<file path="config.mk">
export PLATFORM = sky130hd
export DESIGN_NAME = dma_chan_status
export DESIGN_NICKNAME = d
export VERILOG_FILES = /design/src/rtl/dma_stat_pkg.sv /design/src/rtl/rst_sync.sv /design/src/rtl/cmd_lane_decode.sv /design/src/rtl/start_pulse_bank.sv /design/src/rtl/done_status_bank.sv /design/src/rtl/irq_flag_bank.sv /design/src/rtl/dma_chan_status.sv
export SDC_FILE = /design/constraint.sdc
export NUM_CORES = 1
export LEC_CHECK = 0
export BUFFER_PORTS_ARGS = -buffer_cell sky130_fd_sc_hd__buf_2
export CAP_MARGIN = 40
export CORE_MARGIN = 8
export CORE_UTILIZATION = 46
export DETAILED_ROUTE_END_ITERATION = 6
export PLACE_DENSITY_LB_ADDON = 0.12
export SYNTH_ARGS = -nofsm -noshare
export SYNTH_HDL_FRONTEND = slang
export SYNTH_SLANG_ARGS = --single-unit
</file>
<file path="constraint.sdc">
create_clock -name clk -period 4.2 [get_ports clk]
set_input_delay 0.84 -clock clk [delete_from_list [all_inputs] [get_ports clk]]
set_output_delay 0.84 -clock clk [all_outputs]
set_load 0.1 [all_outputs]
</file>
<file path="src/rtl/dma_stat_pkg.sv">
package dma_stat_pkg;
  localparam int unsigned CMD_W = 8;

  typedef enum logic [1:0] {
    CK_IGNORE = 2'd0,
    CK_SINGLE = 2'd1,
    CK_ALL    = 2'd2,
    CK_RSVD   = 2'd3
  } cmd_kind_e;

  function automatic cmd_kind_e classify(input logic en, input logic [CMD_W-1:0] b);
    cmd_kind_e k;
    if (!en || b[7])  k = CK_IGNORE;
    else if (b[6])    k = CK_ALL;
    else if (b[5])    k = CK_RSVD;
    else              k = CK_SINGLE;
    return k;
  endfunction
endpackage

</file>
<file path="src/rtl/rst_sync.sv">
module rst_sync #(
  parameter int unsigned STAGES = 2
) (
  input  logic clk,
  input  logic rst_n,
  output logic rst_n_sync
);
  logic [STAGES-1:0] sr_q;

  always_ff @(posedge clk or negedge rst_n) begin
    if (!rst_n) sr_q <= '0;
    else        sr_q <= {sr_q[STAGES-2:0], 1'b1};
  end

  assign rst_n_sync = sr_q[STAGES-1];
endmodule

</file>
<file path="src/rtl/cmd_lane_decode.sv">
module cmd_lane_decode
  import dma_stat_pkg::*;
#(
  parameter int unsigned NUM_CH = 32
) (
  input  logic              lane_en,
  input  logic [CMD_W-1:0]  cmd_byte,
  output logic [NUM_CH-1:0] chan_mask
);
  localparam int unsigned CH_W = $clog2(NUM_CH);

  cmd_kind_e       kind;
  logic [CH_W-1:0] idx;

  assign kind = classify(lane_en, cmd_byte);
  assign idx  = cmd_byte[CH_W-1:0];

  for (genvar i = 0; i < NUM_CH; i++) begin : g_ch
    assign chan_mask[i] = (kind == CK_ALL) ||
                          ((kind == CK_SINGLE) && (idx == CH_W'(i)));
  end

  // Reserved codes and ignored bytes must never select a channel.
  always_comb begin
    if (lane_en === 1'b1 && cmd_byte[7] === 1'b1)
      assert_nop_quiet_R2: assert (chan_mask == '0);
    if (lane_en === 1'b1 && cmd_byte[7:5] === 3'b001)
      assert_rsvd_quiet_R5: assert (chan_mask == '0);
  end
endmodule

</file>
<file path="src/rtl/start_pulse_bank.sv">
module start_pulse_bank #(
  parameter int unsigned NUM_CH = 32
) (
  input  logic              clk,
  input  logic              rst_n,
  input  logic [NUM_CH-1:0] set_mask,
  output logic [NUM_CH-1:0] pulse_q
);
  logic [NUM_CH-1:0] pulse_d;

  // Self-clearing: a bit survives one cycle unless commanded again.
  always_comb begin
    pulse_d = set_mask;
  end

  always_ff @(posedge clk or negedge rst_n) begin
    if (!rst_n) pulse_q <= '0;
    else        pulse_q <= pulse_d;
  end
endmodule

</file>
<file path="src/rtl/done_status_bank.sv">
module done_status_bank #(
  parameter int unsigned NUM_CH = 32
) (
  input  logic              clk,
  input  logic              rst_n,
  input  logic [NUM_CH-1:0] clr_mask,
  input  logic [NUM_CH-1:0] hw_set,
  output logic [NUM_CH-1:0] done_q
);
  logic [NUM_CH-1:0] done_d;
  logic              done_en;

  assign done_en = (|clr_mask) || (|hw_set);

  always_comb begin
    done_d = done_q;
    if (done_en) done_d = (done_q & ~clr_mask) | hw_set;
  end

  always_ff @(posedge clk or negedge rst_n) begin
    if (!rst_n) done_q <= '0;
    else        done_q <= done_d;
  end

  assert_hw_set_wins_R9: assert property (@(posedge clk) disable iff (!rst_n)
    (|hw_set) |=> ((done_q & $past(hw_set)) == $past(hw_set)));

  assert_clear_takes_R4: assert property (@(posedge clk) disable iff (!rst_n)
    (|(clr_mask & ~hw_set)) |=> ((done_q & $past(clr_mask & ~hw_set)) == '0));

  assert_rise_only_by_hw_R9: assert property (@(posedge clk) disable iff (!rst_n)
    1'b1 |=> ((done_q & ~$past(done_q) & ~$past(hw_set)) == '0));
endmodule

</file>
<file path="src/rtl/irq_flag_bank.sv">
module irq_flag_bank #(
  parameter int unsigned NUM_CH = 32
) (
  input  logic              clk,
  input  logic              rst_n,
  input  logic [NUM_CH-1:0] w1c_mask,
  input  logic [NUM_CH-1:0] hw_set,
  output logic [NUM_CH-1:0] flag_q
);
  logic [NUM_CH-1:0] flag_d;
  logic              flag_en;

  assign flag_en = (|w1c_mask) || (|hw_set);

  always_comb begin
    flag_d = flag_q;
    if (flag_en) flag_d = (flag_q & ~w1c_mask) | hw_set;
  end

  always_ff @(posedge clk or negedge rst_n) begin
    if (!rst_n) flag_q <= '0;
    else        flag_q <= flag_d;
  end

  assert_irq_hw_wins_R10: assert property (@(posedge clk) disable iff (!rst_n)
    (|hw_set) |=> ((flag_q & $past(hw_set)) == $past(hw_set)));

  assert_irq_w1c_R10: assert property (@(posedge clk) disable iff (!rst_n)
    (|(w1c_mask & ~hw_set)) |=> ((flag_q & $past(w1c_mask & ~hw_set)) == '0));
endmodule

</file>
<file path="src/rtl/dma_chan_status.sv">
module dma_chan_status
  import dma_stat_pkg::*;
#(
  parameter int unsigned NUM_CH     = 32,
  parameter int unsigned START_LANE = 0,
  parameter int unsigned DONE_LANE  = 1
) (
  input  logic              clk,
  input  logic              rst_n,
  input  logic              bus_wr,
  input  logic              bus_sel,
  input  logic [NUM_CH/8-1:0] bus_be,
  input  logic [NUM_CH-1:0] bus_wdata,
  input  logic              rd_sel,
  output logic [NUM_CH-1:0] bus_rdata,
  input  logic [NUM_CH-1:0] hw_done_set,
  input  logic [NUM_CH-1:0] hw_irq_set,
  output logic [NUM_CH-1:0] done_o,
  output logic [NUM_CH-1:0] svc_req_o,
  output logic              irq_pending_o
);
  localparam int unsigned BUS_W = NUM_CH;
  localparam int unsigned LANES = BUS_W / CMD_W;

  logic              rst_n_s;
  logic              cmd_wr;
  logic              map_wr;
  logic [BUS_W-1:0]  be_bits;
  logic [NUM_CH-1:0] start_mask;
  logic [NUM_CH-1:0] clr_mask;
  logic [NUM_CH-1:0] w1c_mask;
  logic [NUM_CH-1:0] irq_map;

  rst_sync #(.STAGES(2)) u_rst (
    .clk        (clk),
    .rst_n      (rst_n),
    .rst_n_sync (rst_n_s)
  );

  assign cmd_wr = bus_wr && !bus_sel;
  assign map_wr = bus_wr &&  bus_sel;

  for (genvar l = 0; l < LANES; l++) begin : g_be
    assign be_bits[l*CMD_W +: CMD_W] = {CMD_W{bus_be[l]}};
  end

  cmd_lane_decode #(.NUM_CH(NUM_CH)) u_start_dec (
    .lane_en   (cmd_wr && bus_be[START_LANE]),
    .cmd_byte  (bus_wdata[START_LANE*CMD_W +: CMD_W]),
    .chan_mask (start_mask)
  );

  cmd_lane_decode #(.NUM_CH(NUM_CH)) u_done_dec (
    .lane_en   (cmd_wr && bus_be[DONE_LANE]),
    .cmd_byte  (bus_wdata[DONE_LANE*CMD_W +: CMD_W]),
    .chan_mask (clr_mask)
  );

  assign w1c_mask = map_wr ? (bus_wdata & be_bits) : '0;

  start_pulse_bank #(.NUM_CH(NUM_CH)) u_start (
    .clk      (clk),
    .rst_n    (rst_n_s),
    .set_mask (start_mask),
    .pulse_q  (svc_req_o)
  );

  done_status_bank #(.NUM_CH(NUM_CH)) u_done (
    .clk      (clk),
    .rst_n    (rst_n_s),
    .clr_mask (clr_mask),
    .hw_set   (hw_done_set),
    .done_q   (done_o)
  );

  irq_flag_bank #(.NUM_CH(NUM_CH)) u_irq (
    .clk      (clk),
    .rst_n    (rst_n_s),
    .w1c_mask (w1c_mask),
    .hw_set   (hw_irq_set),
    .flag_q   (irq_map)
  );

  // Command word is write-only; only the bitmap reads back.
  assign bus_rdata     = rd_sel ? irq_map : '0;
  assign irq_pending_o = |irq_map;

  assert_pulse_needs_write_R3: assert property (@(posedge clk) disable iff (!rst_n_s)
    !cmd_wr |=> (svc_req_o == '0));

  assert_map_write_leaves_done_R7: assert property (@(posedge clk) disable iff (!rst_n_s)
    (map_wr && hw_done_set == '0) |=> $stable(done_o));

  assert_start_nop_R2: assert property (@(posedge clk) disable iff (!rst_n_s)
    (cmd_wr && bus_wdata[START_LANE*CMD_W+7]) |=> (svc_req_o == '0));
endmodule

</file>
# Yosys cells after proc, flatten, opt, wreduce, memory -nomap -nowiden
# Index checks and enable logic that the tools add are counted.
[totals]
reg_bits = 98
[classes]
reduce_logical = 146
n_eq_ne = 66
bitwise = 7
n_mux = 8
[ops]
columns = ["operator", "n"]
rows = [
  ["$eq A5 B5 Y1 const B", 32],
  ["$reduce_or A32 Y1", 5],
  ["$and A32 B32 Y32", 3],
  ["$eq A5 B4 Y1 const B", 16],
  ["$logic_and A1 B1 Y1", 68],
  ["$logic_or A1 B1 Y1", 68],
  ["$mux W32", 2],
  ["$not A32 Y32", 2],
  ["$or A32 B32 Y32", 2],
  ["$eq A5 B3 Y1 const B", 8],
  ["$eq A5 B2 Y1 const B", 4],
  ["$mux W2", 6],
  ["$eq A5 B1 Y1 const B", 2],
  ["$logic_not A5 Y1", 2],
  ["$eq A2 B1 Y1 const B", 2],
  ["$eq A2 B2 Y1 const B", 2],
  ["$logic_not A1 Y1", 3],
]

# Depth between registers and ports, before layout
[depth]
depth_word = 12
mapped_depth = 5
ltp_nobuf = 3

# By module
# A second synthesis with hierarchy kept.
[hier_totals]
cells_unflattened = 423
area_unflattened_um2 = 4648.2
[by_module_without_submodules]
columns = ["module", "area_per_inst_um2", "n_inst", "cells_each"]
rows = [
  ["done_status_bank", 1161.1, 1, 96],
  ["irq_flag_bank", 1161.1, 1, 96],
  ["cmd_lane_decode", 470.5, 2, 56],
  ["start_pulse_bank", 800.8, 1, 32],
  ["dma_chan_status", 530.5, 1, 84],
  ["rst_sync", 53.8, 1, 3],
]

# Worst setup path after synthesis
# OpenSTA, ideal clock, no wires.
[synth_timing]
path_type = "input -> output"
start = "input rd_sel"
end = "output bus_rdata[31]"
path_buffers = 1
t_arrival_ns = 1.800
slack_ns = 1.560
stages = 2
path_cell_list = "clkbuf_1 and2_1"
[synth_via]
elab_chain_cells = 1
[synth_rtl]
columns = ["item", "line", "rtl"]
rows = [
  ["start: declaration", "dma_chan_status.sv:14", "input logic rd_sel,"],
  ["$mux W32", "dma_chan_status.sv:85", "assign bus_rdata = rd_sel ? irq_map : '0;"],
  ["end: declaration", "dma_chan_status.sv:15", "output logic [NUM_CH-1:0] bus_rdata,"],
]
# Every way passes these cells.

# Worst setup path after layout
[layout_timing]
start = "register u_irq.flag_q[13]"
end = "output irq_pending_o"
[layout_via]
elab_chain_cells = 1
[layout_rtl]
columns = ["item", "line", "rtl"]
rows = [
  ["start: declaration", "irq_flag_bank.sv:8", "output logic [NUM_CH-1:0] flag_q"],
  ["start signal: assignment", "irq_flag_bank.sv:22", "else flag_q <= flag_d;"],
  ["$reduce_or A32 Y1", "dma_chan_status.sv:86", "assign irq_pending_o = |irq_map;"],
  ["end: declaration", "dma_chan_status.sv:20", "output logic irq_pending_o"],
]
# Every way passes these cells.

==> reports/metrics.cfg <==
[sta]
worst_pin_slew_ns=0.854
min_period_ns=2.84
drv_slew=0
finClkSkew_ns=0.0142
finalSetupViolations=0
relSlewSlack=0.428
finalCritPeriodShare=0.675
holdWs_ns=0.237
max_freq_mhz=353
hold_violations=0
final.setup.tns_ns=0
rsz0062_at_grt=no

[synthesis]
synth_area_um2=4200
syn_nets=484
ys_seq_area_frac=0.584
synth-seq-cells=98
synth.avg_cell_area_um2=11.1
synth_cell_types=31
synthCells=379
yosysWarnings=0

[pwr]
pwr-share-clk=0.295
combPwrFrac=0.213
internal_power_uw=1300
ir_drop_mv=0.170
powerDensity_nw_per_um2=367
p_sw_uw=713
swShare=0.354
sequentialPowerShare=0.492
leakage_uw=0.00238

[setup_path]
r2r_cells=1
crit_type=reg2out
arrival_ns=2.00
crit_required_ns=3.36
end_kind=output pin
worstPathMaxFanout=3
start_kind=flop

[grt]
antenna_found_initial=0
grt_use_total=0.201
grt_pass1_wl_mm=20.3
grt_pass1_vias=3972
grt_start_max_net_pins=63
gr-total-overflow=0

[floorplanning]
rows=35
die-area_um2=12400
die_y_um=112
start_util=0.463
core_area_um2=9060
num_io_pins=202
chipWidth_um=112

[drt]
dr.pass1.iters=4
ant_nets=0
drc_errors=0
wl_met3_mm=1.02
wl_met2_mm=5.92
wl_mm=12.6
wl_per_cell_um=18.3
via_count=3697
viasPerCell=5.37
highest_layer=met4
met1Wirelength_mm=5.43
drtIter0Drc=171

[finish]
layout_common_cells=buf_2 (201), dfrtp_1 (97), nand2_1 (46)
fin_cells=688
fin_nets=677
drive_above_1_share=0.428
antenna_cells=0
multi_input_area_um2=1660
syn2layout_area_growth_pct=31.1
post-route-util=0.607
layout_commonest_cell=buf_2
ff_latch_area_um2=2460
fillers=801

[clock_network]
ctsLongestPathBuffers=2
root_buffer=clkbuf_8
clkTransAtPathRegs_ns=0.10
cts_tree=yes
post-cts-setup-buffers=0
ctsHoldBuffers=0
cts_htree_levels=3
cts_buffers=9
insertion_delay_ns=0.36
cts_sinks=98
post_cts_resized=0

[placed_design]
gp_congestion=0.797
io_buffer_count=201
placed_cells=672
hpwl_mm=9.83

[hold_path]
hp-class=in2async

[job]
cap_violations=0

[status]
outcome=complete, no violations

==> metal layers <==
| layer | global-route usage | vias to the layer above |
|---|---|---|
| li1 | - | 1766 |
| met1 | 0.246 | 1763 |
| met2 | 0.320 | 154 |
| met3 | 0.0795 | 14 |
| met4 | 0.0574 | 0 |
| met5 | 0 | - |
==> Yosys cell counts <==
master	n	area [um2]
nand4bb_4	1	27.5
o31ai_1	6	45.0
a21o_1	32	240
conb_1	1	3.75
nand2b_1	6	37.5
buf_2	3	15.0
and2_1	34	213
or3_4	1	11.3
or2_1	1	6.26
nand2_1	46	173
nand4_1	22	138
nor4_1	8	50.1
inv_1	2	7.51
and3_1	4	25.0
nor4bb_1	1	10.0
and4bb_2	1	12.5
or4_1	16	120
o41ai_1	4	35.0
nor2b_1	8	50.1
a31o_2	18	158
clkbuf_2	1	5.00
nand3_1	1	5.00
nor2_1	5	18.8
o21ai_0	22	110
or2_2	3	18.8
buf_1	3	11.3
clkbuf_1	15	56.3
dfrtp_1	98	2450
nor3b_2	1	12.5
nand3b_1	1	7.51
a31o_1	14	123
==> power by group through the flow <==
| stage | clock network [uW] | logic, uW | registers (uW) |
|---|---|---|---|
| after floorplan | 0 | 224 | 1100 |
| after global placement | 0 | 425 | 1010 |
| after detailed placement | 0 | 431 | 1010 |
| after CTS | 607 | 432 | 993 |
| after global routing | 651 | 451 | 998 |
| final | 595 | 430 | 992 |
==> path summary, 6_finish.rpt <==
kind | from | slack [ns] | endpoint
min in group clk | u_rst.sr_q[0] | 0.37 | u_rst.sr_q[1]
setup / recovery | u_irq.flag_q[13] | 1.36 | irq_pending_o
hold / removal | rst_n | 0.24 | u_rst.sr_q[1]
max in group asynchronous | u_rst.sr_q[1] | 2.84 | u_start.pulse_q[23]
setup reg to reg | u_rst.sr_q[1] | 2.84 | u_start.pulse_q[23]
hold reg to reg | u_rst.sr_q[0] | 0.37 | u_rst.sr_q[1]
==> cells by family (layout without fill, tap and decap cells) <==
logic type	Yosys count	after routing	share of synthesized area
simple gates	160	160	0.223
flops	98	98	0.584
other cells	1	1	0.000893
buf+inv	24	222	0.0227
compound gates	96	96	0.169
==> cell type report <==
cell class              instances  area share
clock buffers                  10      0.0250
multi-input cells             257       0.301
clock inverters                 6      0.0102
well taps                     111      0.0252
repair buffers                204       0.191
inverters                       2     0.00136
flip-flops and latches         98       0.446
==> worst max-delay path, cell delays in order, from the launching register on <==
cell and delay [ns]:
dfrtp_1 0.43, nor4_1 0.47, nand4_1 0.14, or2_2 0.30, buf_2 0.30
==> state kept, by name (all words and copies together) (netlist names) <==
register and cells:
u_done.done_q 32, u_irq.flag_q 32, u_rst.sr_q 2, u_start.pulse_q 32
==> through the flow <==
step                      instance area, um2  power, uW  worst slack (ns)
after floorplan                         4200       1320              1.27
after global placement                  5280       1440              1.42
after detailed placement                5310       1440              1.44
after CTS                               5500       2030              1.34
after global routing                    5500       2100              1.23
final                                   5500       2020              1.36
Note: power is estimated with default switching activity, not from simulation.
